==> config.mk <==
export PLATFORM = sky130hd
export DESIGN_NAME = z80_cycle_tap
export DESIGN_NICKNAME = d
export VERILOG_FILES = /design/src/rtl/zbt_pkg.sv /design/src/rtl/zbt_sync.sv /design/src/rtl/zbt_cycle_detect.sv /design/src/rtl/zbt_out_slot.sv /design/src/rtl/z80_cycle_tap.sv
export SDC_FILE = /design/constraint.sdc
export NUM_CORES = 1
export LEC_CHECK = 0
export ABC_AREA = 1
export BUFFER_PORTS_ARGS = -buffer_cell sky130_fd_sc_hd__buf_2
export CAP_MARGIN = 10
export CORE_UTILIZATION = 55
export CTS_BUF_LIST = sky130_fd_sc_hd__clkbuf_16
export CTS_CLUSTER_SIZE = 12
export DETAILED_ROUTE_END_ITERATION = 8
export GPL_TIMING_DRIVEN = 0
export HOLD_SLACK_MARGIN = 0.08
export PLACE_DENSITY = 0.78
export RECOVER_POWER = 25
export SYNTH_ARGS = -nofsm -noshare
export SYNTH_HDL_FRONTEND = slang
export SYNTH_SLANG_ARGS = --single-unit
==> constraint.sdc <==
create_clock -name clk -period 1.9 [get_ports clk]
set_clock_uncertainty 0.15 [all_clocks]
set_input_delay 0.38 -clock clk [delete_from_list [all_inputs] [get_ports clk]]
set_output_delay 0.38 -clock clk [all_outputs]
set_load 0.05 [all_outputs]
==> src/rtl/zbt_pkg.sv <==
package zbt_pkg;

    localparam int ADDR_W = 16;
    localparam int DATA_W = 8;
    localparam int STAT_W = 4;
    localparam int KIND_W = 3;
    localparam int REC_W  = 1 + STAT_W + DATA_W + ADDR_W;

    typedef enum logic [KIND_W-1:0] {
        K_MEM_RD  = 3'd0,
        K_MEM_WR  = 3'd1,
        K_FETCH   = 3'd2,
        K_REFRESH = 3'd3,
        K_IO_RD   = 3'd4,
        K_IO_WR   = 3'd5,
        K_INTA    = 3'd6
    } cyc_kind_e;

    // One synchronised snapshot of the monitored bus lines.
    typedef struct packed {
        logic [ADDR_W-1:0] addr;
        logic [DATA_W-1:0] data;
        logic              mreq_n;
        logic              iorq_n;
        logic              wr_n;
        logic              m1_n;
        logic              rfsh_n;
    } bus_smp_t;

    localparam int SMP_W = $bits(bus_smp_t);

    localparam bus_smp_t SMP_IDLE = '{
        addr:   '0,
        data:   '0,
        mreq_n: 1'b1,
        iorq_n: 1'b1,
        wr_n:   1'b1,
        m1_n:   1'b1,
        rfsh_n: 1'b1
    };

    // Outgoing trace record; the packed order is the port layout.
    typedef struct packed {
        logic              is_io;
        logic [STAT_W-1:0] status;
        logic [DATA_W-1:0] data;
        logic [ADDR_W-1:0] addr;
    } rec_t;

    function automatic logic [STAT_W-1:0] pack_status(input bus_smp_t s);
        return {~s.wr_n, s.iorq_n, s.rfsh_n, s.m1_n};
    endfunction

    function automatic cyc_kind_e classify(input logic is_io, input logic wr_n,
                                           input logic m1_n, input logic rfsh_n);
        cyc_kind_e k;
        if (is_io) begin
            if (!wr_n)      k = K_IO_WR;
            else if (!m1_n) k = K_INTA;
            else            k = K_IO_RD;
        end else begin
            if (!wr_n)        k = K_MEM_WR;
            else if (!m1_n)   k = K_FETCH;
            else if (!rfsh_n) k = K_REFRESH;
            else              k = K_MEM_RD;
        end
        return k;
    endfunction

endpackage

==> src/rtl/zbt_sync.sv <==
module zbt_sync #(
    parameter int             W       = 1,
    parameter int             STAGES  = 2,
    parameter logic [W-1:0]   RST_VAL = '0
) (
    input  logic         clk,
    input  logic         rst,
    input  logic [W-1:0] d,
    output logic [W-1:0] q
);

    logic [W-1:0] stg [STAGES];

    for (genvar i = 0; i < STAGES; i++) begin : g_stage
        if (i == 0) begin : g_first
            always_ff @(posedge clk) begin
                if (rst) stg[i] <= RST_VAL;
                else     stg[i] <= d;
            end
        end else begin : g_next
            always_ff @(posedge clk) begin
                if (rst) stg[i] <= RST_VAL;
                else     stg[i] <= stg[i-1];
            end
        end
    end

    assign q = stg[STAGES-1];

endmodule

==> src/rtl/zbt_cycle_detect.sv <==
module zbt_cycle_detect
    import zbt_pkg::*;
#(
    parameter int GUARD_CYC   = 2,
    parameter int SYNC_STAGES = 2
) (
    input  logic      clk,
    input  logic      rst,
    input  logic      cur_mreq_n,
    input  logic      cur_iorq_n,
    input  bus_smp_t  prev,
    input  logic      drop_refresh,
    output logic      hit,
    output rec_t      rec,
    output cyc_kind_e kind
);

    // Pipeline depth from pin to edge detection plus the guard window.
    localparam int SETTLE = GUARD_CYC + SYNC_STAGES + 1;
    localparam int WARM_W = $clog2(SETTLE + 1);

    logic [WARM_W-1:0] warm;
    logic              armed;
    logic              mem_rise;
    logic              io_rise;

    assign armed = (warm == WARM_W'(SETTLE));

    always_ff @(posedge clk) begin
        if (rst)        warm <= '0;
        else if (!armed) warm <= warm + 1'b1;
    end

    assign mem_rise = !prev.mreq_n && cur_mreq_n;
    assign io_rise  = !prev.iorq_n && cur_iorq_n;

    always_comb begin
        rec.is_io  = io_rise;
        rec.status = pack_status(prev);
        rec.data   = prev.data;
        rec.addr   = prev.addr;
        kind       = classify(io_rise, prev.wr_n, prev.m1_n, prev.rfsh_n);
        hit        = armed && (mem_rise || io_rise)
                     && !(drop_refresh && kind == K_REFRESH);
    end

endmodule

==> src/rtl/zbt_out_slot.sv <==
module zbt_out_slot
    import zbt_pkg::*;
#(
    parameter int DROP_W = 16
) (
    input  logic              clk,
    input  logic              rst,
    input  logic              in_hit,
    input  rec_t              in_rec,
    input  cyc_kind_e         in_kind,
    input  logic              ready,
    output logic              valid,
    output rec_t              rec,
    output cyc_kind_e         kind,
    output logic [DROP_W-1:0] drops
);

    localparam logic [DROP_W-1:0] DROP_MAX = '1;

    logic take;
    logic lost;

    assign take = in_hit && (!valid || ready);
    assign lost = in_hit && valid && !ready;

    always_ff @(posedge clk) begin
        if (rst) begin
            valid <= 1'b0;
            rec   <= '0;
            kind  <= K_MEM_RD;
        end else if (take) begin
            valid <= 1'b1;
            rec   <= in_rec;
            kind  <= in_kind;
        end else if (ready) begin
            valid <= 1'b0;
        end
    end

    always_ff @(posedge clk) begin
        if (rst)                            drops <= '0;
        else if (lost && drops != DROP_MAX) drops <= drops + 1'b1;
    end

endmodule

==> src/rtl/z80_cycle_tap.sv <==
module z80_cycle_tap
    import zbt_pkg::*;
#(
    parameter int SYNC_STAGES = 2,
    parameter int GUARD_CYC   = 2,
    parameter int DROP_W      = 16
) (
    input  logic              clk,
    input  logic              rst,
    input  logic [ADDR_W-1:0] bus_addr,
    input  logic [DATA_W-1:0] bus_data,
    input  logic              bus_mreq_n,
    input  logic              bus_iorq_n,
    input  logic              bus_wr_n,
    input  logic              bus_m1_n,
    input  logic              bus_rfsh_n,
    input  logic              drop_refresh,
    input  logic              rec_ready,
    output logic              rec_valid,
    output logic [REC_W-1:0]  rec_data,
    output logic [KIND_W-1:0] rec_kind,
    output logic [DROP_W-1:0] drop_count
);

    bus_smp_t  raw;
    bus_smp_t  cur;
    bus_smp_t  prev;
    logic      det_hit;
    rec_t      det_rec;
    cyc_kind_e det_kind;
    rec_t      slot_rec;
    cyc_kind_e slot_kind;

    always_comb begin
        raw.addr   = bus_addr;
        raw.data   = bus_data;
        raw.mreq_n = bus_mreq_n;
        raw.iorq_n = bus_iorq_n;
        raw.wr_n   = bus_wr_n;
        raw.m1_n   = bus_m1_n;
        raw.rfsh_n = bus_rfsh_n;
    end

    zbt_sync #(
        .W       (SMP_W),
        .STAGES  (SYNC_STAGES),
        .RST_VAL (SMP_IDLE)
    ) u_sync (
        .clk (clk),
        .rst (rst),
        .d   (raw),
        .q   (cur)
    );

    // One extra sample of history: the values seen just before an edge.
    zbt_sync #(
        .W       (SMP_W),
        .STAGES  (1),
        .RST_VAL (SMP_IDLE)
    ) u_hist (
        .clk (clk),
        .rst (rst),
        .d   (cur),
        .q   (prev)
    );

    zbt_cycle_detect #(
        .GUARD_CYC   (GUARD_CYC),
        .SYNC_STAGES (SYNC_STAGES)
    ) u_detect (
        .clk          (clk),
        .rst          (rst),
        .cur_mreq_n   (cur.mreq_n),
        .cur_iorq_n   (cur.iorq_n),
        .prev         (prev),
        .drop_refresh (drop_refresh),
        .hit          (det_hit),
        .rec          (det_rec),
        .kind         (det_kind)
    );

    zbt_out_slot #(
        .DROP_W (DROP_W)
    ) u_slot (
        .clk     (clk),
        .rst     (rst),
        .in_hit  (det_hit),
        .in_rec  (det_rec),
        .in_kind (det_kind),
        .ready   (rec_ready),
        .valid   (rec_valid),
        .rec     (slot_rec),
        .kind    (slot_kind),
        .drops   (drop_count)
    );

    assign rec_data = slot_rec;
    assign rec_kind = slot_kind;

endmodule

==> metrics <==
CORE AREA about 8300 um2; drt via density 4.78; min Tclk post-route between 1.5 and 2 ns; TritonCTS Buffers 17; Max Cap Viol 0; Placed Cells incl. Taps between 700 and 800; initial antenna violation count 0; Iter 0 DRT Violations 133; Max clock buf depth 2; TritonRoute pass-1 iters 4; post-layout util 75.4%; Levels on crit path 12; Crit-path slowest cell dfxtp_1; GRT overflow 0; Die Ht 95.5 um; outcome finished, final reports clean; final setup vio count 0; first-pass GRT wire length 16300 um; Final period util 95.2%; synth warn 0; Final Slew Violations 0; slew margin rel. 58.5%; Critical R2R Launch u_detect.warm[1]$_SDFFE_PP0P_; synth top area cells dfxtp_1 57%, nor2_1 12%, inv_1 7.4%; # IOs 82; Die ar. just over 9000 um2; met2 WL about 5400 um; Post-synth EDFFs 0; terminus of the critical flop-to-flop path u_slot.rec[25]$_SDFFE_PP0P_; top cell type's share of synthesized area 57.4%; syn nets around 620; register bit total from synthesis 138; RD Place Congestion 0.876; synth unique cells 28; Cells after Synth slightly below 600; Clk Latency, worst-skew pair ~0.4 ns; Fin. Hold Viols 0; Routed WL 10100 um; met3 WL post-DR approximately 600 um; Place WS 0.0644 ns; Clk pin slew, worst setup/hold paths 0.06 ns; CP Max Fanout 10; Layout Cells excl Fill 837; cell taking the most area after synthesis dfxtp_1; Worst Setup EP u_slot.rec[25]$_SDFFE_PP0P_; reg2reg path depth 12; leakage dissipation between 3 and 4 nW; H-tree depth 4; GR Util All Layers about a quarter; DR WL/cell between 10 and 15 um; DRC errors left 0; Root Driver clkbuf_16; asr flop ratio synth 0%; critical path's largest stage delay 0.32 ns; post-synthesis cell area 4810 um2; FMAX 553 MHz; CTS sink count roughly 140; Crit path buffers/inverters 5; ys flop type dfxtp_1; CP Capture Type register; chip width 95.5 um; PD cells 1040 nW/um2; hold_ws 0.174 ns; wl on met1 3990 um; worst-margin pin slew between 0.6 and 0.7 ns; CTS tree done; fraction of the yosys area taken by sequential cells 57.4%; nets 755; fin worst setup slack 0.0911 ns; Worst setup startpoint u_detect.warm[1]$_SDFFE_PP0P_; layout cell share with drive strength beyond 1 24.3%; HPWL after detailed placement 6380 um; Avg Cell Area, Syn 8.18 um2; number of diodes 0; Setup CP Type reg -> reg; DR vias 4000; WP data arrival 1.95 ns; PortBufs 80; Starting Density 57.7%; largest net degree at the start of global routing 17; cell row count 33; Antenna Nets Post-Route 0; number of global-route vias before repair 3784; Hold/Removal Path Class in -> reg; worst vdd ir 0.576 mV; CP Launch Type register; setup_tns 0 ns; Area Overhead vs Synth 30.8%; highest metal used met4; critical path, cell by cell inv_1 > ha_1 > nand2_2 > inv_1 > nand2_1 > inv_2 > nand2_2 > nor2_4 > inv_2 > buf_4 > nor2_1 > nor2_1; R2R Setup Slk ~0.09 ns; CP top delay family simple AND/OR/NAND/NOR gates; Req. time, crit path a little over 2 ns
==> report_power, final <==
part	switching [mW]	internal, mW	total [mW]
Sequential	0.0301	2.98	3.01
Clock	1.21	2.06	3.27
Combinational	0.134	0.119	0.253
==> worst register-to-register path: cells and delay by family (launching register included) <==
kind                       cells  cell delay (ns)
adders and majority gates      1             0.15
buffers and inverters          5             0.48
DFF                            1             0.32
and+or+nand+nor                6             0.60
==> how the worst min path moves through the flow <==
stage | to | startpoint | cells past startpoint | slack, ns
final | u_slot.valid$_SDFFE_PP0P_ | rec_ready | 4 | 0.17
after global routing | u_slot.valid$_SDFFE_PP0P_ | rec_ready | 4 | 0.18
after CTS | u_slot.valid$_SDFFE_PP0P_ | rec_ready | 4 | 0.17
after detailed placement | u_hist.stg[0][21]$_SDFF_PP0_ | u_sync.stg[1][21]$_SDFF_PP0_ | 2 | 0.24
after global placement | u_hist.stg[0][20]$_SDFF_PP0_ | u_sync.stg[1][20]$_SDFF_PP0_ | 2 | 0.24
after floorplan | u_hist.stg[0][10]$_SDFF_PP0_ | u_sync.stg[1][10]$_SDFF_PP0_ | 2 | 0.24
==> cell usage after synthesis (4+ instances only) <==
| cell type | count |
|---|---|
| o21ai_0 | 37 |
| a21oi_2 | 10 |
| buf_2 | 5 |
| nand3_1 | 17 |
| nand2_2 | 10 |
| or2_2 | 15 |
| clkbuf_1 | 13 |
| nor2_2 | 4 |
| nor2_1 | 149 |
| dfxtp_1 | 138 |
| nand2_1 | 54 |
| inv_1 | 95 |
| nand4_1 | 5 |
| xnor2_1 | 6 |
| a21oi_1 | 9 |
==> state kept, by name, indices dropped and copies added, names as in the netlist <==
name,flops
u_hist.stg,29
u_detect.warm,3
u_slot.valid,1
u_slot.drops,16
u_slot.rec,28
u_sync.stg,58
u_slot.kind,3
==> stage by stage <==
step / total power, mW / area [um2]
6_report: 6.54 / 6290
5_1_grt: 6.75 / 6290
4_1_cts: 6.56 / 6230
3_5_place_dp: 3.27 / 5340
3_3_place_gp: 3.26 / 5340
2_1_floorplan: 3.20 / 4810
==> placed cells by master (no fill, tap or decap), types with 2 or more instances in the layout <==
cell,instances
a21oi_1,9
a21oi_2,10
buf_2,80
buf_4,8
bufinv_16,3
clkbuf_1,15
clkbuf_16,17
clkinv_2,2
clkinv_4,2
clkinvlp_4,5
dfxtp_1,135
dfxtp_2,3
dlygate4sd3_1,29
ha_1,2
inv_1,96
inv_2,3
inv_6,2
nand2_1,54
nand2_2,10
nand3_1,17
nand4_1,5
nor2_1,145
nor2_2,8
nor2_4,3
o21ai_0,33
o21ai_1,4
or2_2,15
xnor2_1,6
xor2_1,2
==> logic make-up after synthesis <==
kind of cell	Yosys count	synth area share (%)
AND/OR/NAND/NOR	261	23.7
flip-flops	138	57.4
buffers and inverters	122	10.0
AO/OA/AOI/OAI	56	6.61
XOR/XNOR	8	1.46
adder cells (fa/ha/maj)	3	0.781
==> layer usage <==
metal / track usage [%] / vias to the layer above
li1: - / 2018
met5: 0 / -
met1: 24.3 / 1846
met4: 10.6 / 0
met3: 9.17 / 21
met2: 42.8 / 115
==> final cells by class <==
type,count,area [um2]
multi-input combinational,328,1580
buffer,23,128
clock buffer,17,425
clock inverter,15,175
fill,570,2050
inverter,99,373
sequential,138,2770
tap,105,131
timing repair buffer,112,713
==> what timing repair did <==
| action | CTS | global route |
|---|---|---|
| endpoints found under the setup margin | 0 | 41 |
| resized for setup | 0 | 23 |
| hold buffers | 29 | 0 |
| buffers inserted | 0 | 3 |
| endpoints found under the hold margin | 29 | 0 |
Note: power is estimated with default switching activity, not from simulation.
